## src/rtl/rhc_pkg.sv

```systemverilog
package rhc_pkg;

  // Latency class carried with every response
  typedef enum logic [1:0] {
    LAT_NONE = 2'b00,
    LAT_HOLD = 2'b01,
    LAT_DRAM = 2'b10
  } lat_class_e;

  // Replacement order selected by the configuration input
  typedef enum logic {
    POL_FIFO = 1'b0,
    POL_LRU  = 1'b1
  } policy_e;

endpackage

```

## src/rtl/rhc_tag_array.sv

```systemverilog
// Holds the row identifiers and their valid bits; compares all slots in parallel.
module rhc_tag_array #(
  parameter int ENTRIES = 4,
  parameter int ROW_W   = 16,
  localparam int IDX_W  = (ENTRIES > 1) ? $clog2(ENTRIES) : 1
) (
  input  logic                            clk,
  input  logic                            rst_n,
  input  logic                            flush_i,
  input  logic                            wr_en_i,
  input  logic [IDX_W-1:0]                wr_idx_i,
  input  logic [ROW_W-1:0]                wr_row_i,
  input  logic [ROW_W-1:0]                probe_row_i,
  output logic [ENTRIES-1:0]              valid_o,
  output logic [ENTRIES-1:0]              match_o,
  output logic [ENTRIES-1:0][ROW_W-1:0]   rows_o
);

  logic [ENTRIES-1:0]            valid_q, valid_d;
  logic [ENTRIES-1:0][ROW_W-1:0] rows_q, rows_d;
  logic                          row_we;

  // Next-state logic
  always_comb begin
    valid_d = valid_q;
    rows_d  = rows_q;
    row_we  = 1'b0;
    if (flush_i) begin
      valid_d = '0;
    end else if (wr_en_i) begin
      valid_d[wr_idx_i] = 1'b1;
      rows_d[wr_idx_i]  = wr_row_i;
      row_we            = 1'b1;
    end
  end

  // State registers: valid bits reset, row storage enabled by writes only
  always_ff @(posedge clk or negedge rst_n) begin
    if (!rst_n) begin
      valid_q <= '0;
    end else begin
      valid_q <= valid_d;
    end
  end

  always_ff @(posedge clk or negedge rst_n) begin
    if (!rst_n) begin
      rows_q <= '0;
    end else if (row_we) begin
      rows_q <= rows_d;
    end
  end

  // Parallel comparators
  for (genvar g = 0; g < ENTRIES; g++) begin : g_cmp
    assign match_o[g] = valid_q[g] && (rows_q[g] == probe_row_i);
  end

  assign valid_o = valid_q;
  assign rows_o  = rows_q;

  // A row sits in at most one slot, because installs happen only on a miss
  assert_single_copy_R4: assert property (@(posedge clk) disable iff (!rst_n)
    $onehot0(match_o));

  // Invalidate-all leaves no valid slot
  assert_flush_empties_R9: assert property (@(posedge clk) disable iff (!rst_n)
    flush_i |=> (valid_o == '0));

endmodule

```

## src/rtl/rhc_age_track.sv

```systemverilog
// Keeps a permutation of ages: rank 0 is the oldest slot, rank ENTRIES-1 the youngest.
module rhc_age_track #(
  parameter int ENTRIES = 4,
  localparam int IDX_W  = (ENTRIES > 1) ? $clog2(ENTRIES) : 1
) (
  input  logic                            clk,
  input  logic                            rst_n,
  input  logic                            touch_en_i,
  input  logic [IDX_W-1:0]                touch_idx_i,
  output logic [IDX_W-1:0]                oldest_idx_o
);

  localparam logic [IDX_W-1:0] YOUNGEST = IDX_W'(ENTRIES - 1);

  logic [ENTRIES-1:0][IDX_W-1:0] rank_q, rank_d;
  logic [ENTRIES-1:0]            is_oldest;
  logic [IDX_W-1:0]              touched_rank;

  assign touched_rank = rank_q[touch_idx_i];

  // Next-state: promote the touched slot; slots younger than it age by one
  always_comb begin
    rank_d = rank_q;
    if (touch_en_i) begin
      for (int i = 0; i < ENTRIES; i++) begin
        if (IDX_W'(i) == touch_idx_i) begin
          rank_d[i] = YOUNGEST;
        end else if (rank_q[i] > touched_rank) begin
          rank_d[i] = rank_q[i] - 1'b1;
        end
      end
    end
  end

  always_ff @(posedge clk or negedge rst_n) begin
    if (!rst_n) begin
      for (int i = 0; i < ENTRIES; i++) begin
        rank_q[i] <= IDX_W'(i);
      end
    end else if (touch_en_i) begin
      rank_q <= rank_d;
    end
  end

  for (genvar g = 0; g < ENTRIES; g++) begin : g_old
    assign is_oldest[g] = (rank_q[g] == '0);
  end

  always_comb begin
    oldest_idx_o = '0;
    for (int i = 0; i < ENTRIES; i++) begin
      if (is_oldest[i]) oldest_idx_o = IDX_W'(i);
    end
  end

  // The ranks remain a permutation: exactly one slot is the oldest
  assert_one_oldest_R6: assert property (@(posedge clk) disable iff (!rst_n)
    $onehot(is_oldest));

  // A touched slot becomes the youngest on the next cycle
  assert_touch_youngest_R7: assert property (@(posedge clk) disable iff (!rst_n)
    touch_en_i |=> (rank_q[$past(touch_idx_i)] == YOUNGEST));

endmodule

```

## src/rtl/rhc_victim_sel.sv

```systemverilog
// Picks the slot to write: the lowest empty slot, otherwise the oldest by rank.
module rhc_victim_sel #(
  parameter int ENTRIES = 4,
  localparam int IDX_W  = (ENTRIES > 1) ? $clog2(ENTRIES) : 1
) (
  input  logic [ENTRIES-1:0] valid_i,
  input  logic [IDX_W-1:0]   oldest_idx_i,
  output logic [IDX_W-1:0]   victim_idx_o,
  output logic               full_o
);

  logic [IDX_W-1:0] free_idx;

  assign full_o = &valid_i;

  always_comb begin
    free_idx = '0;
    for (int i = ENTRIES - 1; i >= 0; i--) begin
      if (!valid_i[i]) free_idx = IDX_W'(i);
    end
  end

  assign victim_idx_o = full_o ? oldest_idx_i : free_idx;

endmodule

```

## src/rtl/row_hold_cache.sv

```systemverilog
module row_hold_cache
  import rhc_pkg::*;
#(
  parameter int ENTRIES = 4,
  parameter int ROW_W   = 16,
  localparam int IDX_W  = (ENTRIES > 1) ? $clog2(ENTRIES) : 1
) (
  input  logic             clk,
  input  logic             rst_n,
  input  logic             lookup_valid_i,
  input  logic [ROW_W-1:0] lookup_row_i,
  input  logic             policy_lru_i,
  input  logic             flush_all_i,
  output logic             rsp_valid_o,
  output logic             rsp_hit_o,
  output logic [1:0]       rsp_lat_class_o,
  output logic             rsp_evict_valid_o,
  output logic [ROW_W-1:0] rsp_evict_row_o
);

  policy_e                       policy;
  logic [ENTRIES-1:0]            valid;
  logic [ENTRIES-1:0]            match;
  logic [ENTRIES-1:0][ROW_W-1:0] rows;
  logic [IDX_W-1:0]              oldest_idx;
  logic [IDX_W-1:0]              victim_idx;
  logic [IDX_W-1:0]              hit_idx;
  logic                          full;
  logic                          hit_any;
  logic                          accept;
  logic                          install;
  logic                          touch_en;
  logic [IDX_W-1:0]              touch_idx;

  // Response registers
  logic             rsp_valid_q, rsp_valid_d;
  logic             rsp_hit_q, rsp_hit_d;
  lat_class_e       rsp_lat_q, rsp_lat_d;
  logic             ev_valid_q, ev_valid_d;
  logic [ROW_W-1:0] ev_row_q, ev_row_d;

  assign policy = policy_e'(policy_lru_i);

  rhc_tag_array #(.ENTRIES(ENTRIES), .ROW_W(ROW_W)) u_tags (
    .clk         (clk),
    .rst_n       (rst_n),
    .flush_i     (flush_all_i),
    .wr_en_i     (install),
    .wr_idx_i    (victim_idx),
    .wr_row_i    (lookup_row_i),
    .probe_row_i (lookup_row_i),
    .valid_o     (valid),
    .match_o     (match),
    .rows_o      (rows)
  );

  rhc_age_track #(.ENTRIES(ENTRIES)) u_age (
    .clk          (clk),
    .rst_n        (rst_n),
    .touch_en_i   (touch_en),
    .touch_idx_i  (touch_idx),
    .oldest_idx_o (oldest_idx)
  );

  rhc_victim_sel #(.ENTRIES(ENTRIES)) u_victim (
    .valid_i      (valid),
    .oldest_idx_i (oldest_idx),
    .victim_idx_o (victim_idx),
    .full_o       (full)
  );

  // Encode the matching slot
  always_comb begin
    hit_idx = '0;
    for (int i = 0; i < ENTRIES; i++) begin
      if (match[i]) hit_idx = IDX_W'(i);
    end
  end

  assign hit_any   = |match;
  assign accept    = lookup_valid_i && !flush_all_i;
  assign install   = accept && !hit_any;
  assign touch_en  = install || (accept && hit_any && (policy == POL_LRU));
  assign touch_idx = install ? victim_idx : hit_idx;

  // Response next-state
  always_comb begin
    rsp_valid_d = accept;
    rsp_hit_d   = accept && hit_any;
    rsp_lat_d   = LAT_NONE;
    if (accept) rsp_lat_d = hit_any ? LAT_HOLD : LAT_DRAM;
    ev_valid_d  = install && full;
    ev_row_d    = ev_row_q;
    if (install && full) ev_row_d = rows[victim_idx];
  end

  always_ff @(posedge clk or negedge rst_n) begin
    if (!rst_n) begin
      rsp_valid_q <= 1'b0;
      rsp_hit_q   <= 1'b0;
      rsp_lat_q   <= LAT_NONE;
      ev_valid_q  <= 1'b0;
    end else begin
      rsp_valid_q <= rsp_valid_d;
      rsp_hit_q   <= rsp_hit_d;
      rsp_lat_q   <= rsp_lat_d;
      ev_valid_q  <= ev_valid_d;
    end
  end

  always_ff @(posedge clk or negedge rst_n) begin
    if (!rst_n) begin
      ev_row_q <= '0;
    end else if (ev_valid_d) begin
      ev_row_q <= ev_row_d;
    end
  end

  assign rsp_valid_o       = rsp_valid_q;
  assign rsp_hit_o         = rsp_hit_q;
  assign rsp_lat_class_o   = rsp_lat_q;
  assign rsp_evict_valid_o = ev_valid_q;
  assign rsp_evict_row_o   = ev_row_q;

  // An accepted probe is answered on the next cycle
  assert_rsp_follows_req_R2: assert property (@(posedge clk) disable iff (!rst_n)
    accept |=> rsp_valid_o);

  // No response without an accepted probe; a probe during a flush is dropped
  assert_no_spurious_rsp_R2: assert property (@(posedge clk) disable iff (!rst_n)
    !(lookup_valid_i && !flush_all_i) |=> !rsp_valid_o);

  // Evictions only accompany a miss response
  assert_evict_on_miss_R8: assert property (@(posedge clk) disable iff (!rst_n)
    rsp_evict_valid_o |-> (rsp_valid_o && !rsp_hit_o));

  // While a slot is empty, the install target is an empty slot
  assert_fill_first_R5: assert property (@(posedge clk) disable iff (!rst_n)
    (install && (valid != '1)) |-> !valid[victim_idx]);

endmodule

```

## config.mk

```make
export PLATFORM = sky130hd
export DESIGN_NAME = row_hold_cache
export DESIGN_NICKNAME = d
export VERILOG_FILES = /design/src/rtl/rhc_pkg.sv /design/src/rtl/rhc_tag_array.sv /design/src/rtl/rhc_age_track.sv /design/src/rtl/rhc_victim_sel.sv /design/src/rtl/row_hold_cache.sv
export SDC_FILE = /design/constraint.sdc
export NUM_CORES = 1
export LEC_CHECK = 0
export BUFFER_PORTS_ARGS = -buffer_cell sky130_fd_sc_hd__buf_2
export CAP_MARGIN = 40
export CORE_MARGIN = 2
export CORE_UTILIZATION = 25
export CTS_CLUSTER_SIZE = 12
export DETAILED_ROUTE_END_ITERATION = 12
export SYNTH_ARGS = -nofsm -noshare
export SYNTH_HDL_FRONTEND = slang
export SYNTH_SLANG_ARGS = --single-unit
```

## constraint.sdc

```tcl
create_clock -name clk -period 3.1 [get_ports clk]
set_input_delay 0.62 -clock clk [delete_from_list [all_inputs] [get_ports clk]]
set_output_delay 0.62 -clock clk [all_outputs]
set_load 0.005 [all_outputs]
```

==> flow_summary.json <==
{
  "status": "complete, but fails checks",
  "failed_checks": "setup timing",
  "die_area_um2": 22900,
  "htree_num_levels": 3,
  "syn_nets": 474,
  "wl_um": 15800,
  "grt_max_degree": 52,
  "end_kind": "flop",
  "die_h_um": 151,
  "max_slew_margin": 0.418,
  "crit_path_max_incr_delay_ps": 510,
  "setup_violations": 8,
  "stdcell_area_um2": 7520,
  "fin_util": 0.355,
  "crit_path_start_kind": "input pin",
  "place.gp.congestion": 0.883,
  "ant_nets": 0,
  "rsz0062_at_grt": "yes",
  "io_buffers": 41,
  "dpl.cell_count": 860,
  "finalHoldViolCount": 0,
  "slowest_stage": "or4_4",
  "routedWlPerCell_um": 18.0,
  "gr-usage-met1": 0.193,
  "use_met2": 0.237,
  "skew_ps": 6.85,
  "worst_pin_slew_ps": 870,
  "crit_path_cell_trace": "clkbuf_4 -> xor2_1 -> or4_4 -> nor3_4 -> nand2_2 -> a31oi_4 -> nor2_2 -> a211oi_2 -> a21oi_2 -> ha_1 -> nor2_2 -> buf_4 -> a311o_1 -> and3_1 -> o32a_1",
  "via_per_inst": 4.84,
  "drt-pass1-iter-count": 4,
  "tritoncts": "done",
  "post-route-period-util": 1.11,
  "layout.nets": 630,
  "path_class": "in2reg",
  "top_usage_layer": "met2",
  "peakVddDrop_uv": 285,
  "min_period_ps": 3460,
  "dpl_cell_area_um2": 6880,
  "final_cells": 881,
  "synth-edff-count": 0,
  "n_antenna_cell": 0,
  "cts-buffers-inserted": 9,
  "synth_flop_cell": "dfrtp_1",
  "synth_area_leaders": "dfrtp_1 42%, mux2_2 15%, xor2_1 9.5%",
  "layout_setup_ws_ps": -355,
  "core_um2": 21200,
  "cts_buffer_depth": 2,
  "grt_pass1_wl_um": 24900,
  "fp.dieW_um": 151,
  "p_per_area_nw_per_um2": 580,
  "worstPathArrival_ps": 3690,
  "final_cell_mix": "125 x buf_4, 92 x dfrtp_1, 71 x mux2_2",
  "cts_hold_buf": 0,
  "drt_iter0_drc": 218,
  "synth_top_area_cell": "dfrtp_1",
  "hpwlAfterDp_um": 11500,
  "initial_core_util": 0.257,
  "cts.clk_slew.worst_paths_ps": 70,
  "antenna_found_initial": 0,
  "ys_ff_latch": 96,
  "fp-row-count": 53,
  "critPathMaxFanout": 8,
  "drc_errors": 0,
  "ys_warn_count": 0,
  "synth_top_area_share": 0.424,
  "globalRouteMet3Util": 0.0367,
  "avgSynthCellArea_um2": 12.2,
  "drive_gt1_frac": 0.546,
  "cts_sinks": 96,
  "async_reset_ff_frac": 1.00,
  "grt_overflow": 0,
  "slew_viol_final": 0,
  "dr_total_vias": 4264,
  "clk-insertion-delay-late_ps": 360,
  "p_leak_nw": 3.49,
  "netlist_area_um2": 5430,
  "yosys.cell_types.count": 60,
  "fmax_mhz": 289,
  "boundaryPins": 42,
  "cts_root_buffer": "clkbuf_16",
  "final_common_cell": "buf_4",
  "path_common_cell": "nor2_2",
  "first_global_vias": 4425,
  "yosysSeqAreaShare": 0.443,
  "crit_required_ps": 3340,
  "hold_class": "in2async",
  "grtUsageTotal": 0.146,
  "holdWs_ps": 313,
  "maxCapViolCount": 0,
  "synthCells": 446,
  "syn_to_final_growth_pct": 38.5
}
-- path summary, 6_finish.rpt --
check | endpoint | slack, ps | depth (start not counted) | startpoint
setup reg to reg | u_age.rank_q[4] | -340 | 14 | u_tags.rows_o[22]
hold / removal | rsp_evict_row_o[8] | 310 | 1 | rst_n
min in group clk | rsp_evict_row_o[8] | 480 | 1 | rsp_evict_row_o[8]
hold reg to reg | rsp_evict_row_o[8] | 480 | 1 | rsp_evict_row_o[8]
max in group asynchronous | u_age.rank_q[5] | 2040 | 2 | rst_n
setup / recovery | u_age.rank_q[4] | -360 | 15 | lookup_row_i[0]
-- repair_timing --
item	CTS	global route
pin swaps	18	16
hold endpoints to repair	0	0
endpoints found under the setup margin	8	11
setup buffers	5	1
gates resized for setup	26	22
-- sequential cells by signal (all words and copies together) (netlist names) --
register / flops
u_tags.rows_o: 64
u_tags.valid_o: 4
rsp_evict_valid_o: 1
rsp_evict_row_o: 16
u_age.rank_q: 8
rsp_lat_class_o: 2
rsp_valid_o: 1
-- logic make-up (layout without fill, tap and decap cells) --
| group | after synthesis | count (layout) | share of synthesized area |
|---|---|---|---|
| AND/OR/NAND/NOR | 90 | 90 | 0.0922 |
| buffers and inverters | 39 | 199 | 0.0339 |
| flip-flops | 96 | 96 | 0.443 |
| multiplexers | 97 | 97 | 0.235 |
| adder cells (fa/ha/maj) | 7 | 7 | 0.0161 |
| XOR/XNOR | 64 | 64 | 0.103 |
| AO/OA/AOI/OAI | 53 | 53 | 0.0763 |
-- report_power, final --
group / leakage, nW / switching (W) / total [W] / internal, W
Combinational: 2.09 / 0.000733 / 0.00158 / 0.000844
Clock: 0.156 / 0.000498 / 0.00123 / 0.000730
Sequential: 1.24 / 0.000130 / 0.00155 / 0.00142
Total: 3.49 / 0.00136 / 0.00436 / 0.00300
-- Yosys cell counts, types with 3 or more instances --
cell	instances
mux2_1	9
a21oi_1	6
a31oi_1	5
a211oi_1	3
nand2_1	14
o21ai_0	3
and3_1	5
clkbuf_1	9
dfstp_2	4
nor4_1	17
dfrtp_1	92
o211ai_1	6
nand4_1	4
nor4b_1	6
inv_1	11
nor3_1	11
nand3_1	4
xor2_1	59
mux2_2	71
ha_1	7
mux4_2	16
xnor2_1	5
buf_2	15
nor2_1	18
-- per-layer routing --
| metal | routed length [um] | vias up |
|---|---|---|
| met2 | 7630 | 105 |
| li1 | - | 1964 |
| met5 | 0 | - |
| met4 | 285 | 0 |
| met3 | 1070 | 24 |
| met1 | 6840 | 2171 |
-- final cells by class --
type / instances / area (um2)
clock buffers: 11 / 243
inverters: 11 / 41.3
flip-flops and latches: 96 / 2410
well taps: 275 / 344
fillers: 2010 / 13600
repair buffers: 173 / 1280
multi-input cells: 311 / 3130
clock inverters: 4 / 77.6
-- stage by stage --
| stage | setup slack, ps | setup TNS (ps) | total power (W) |
|---|---|---|---|
| floorplan | -542 | -1800 | 0.00230 |
| global placement | -843 | -35200 | 0.00289 |
| detailed placement | -942 | -10480 | 0.00294 |
| CTS | -304 | -1410 | 0.00431 |
| global route | -471 | -2430 | 0.00459 |
| finish | -355 | -1390 | 0.00436 |
-- worst max-delay path, delay by kind of cell --
| kind | cells | cell delay [ps] |
|---|---|---|
| buffers and inverters | 2 | 300 |
| AND/OR/NAND/NOR | 6 | 1120 |
| AO/OA/AOI/OAI | 5 | 1160 |
| XOR/XNOR | 1 | 200 |
| adder cells (fa/ha/maj) | 1 | 290 |
Power figures use the tool's default switching activity.
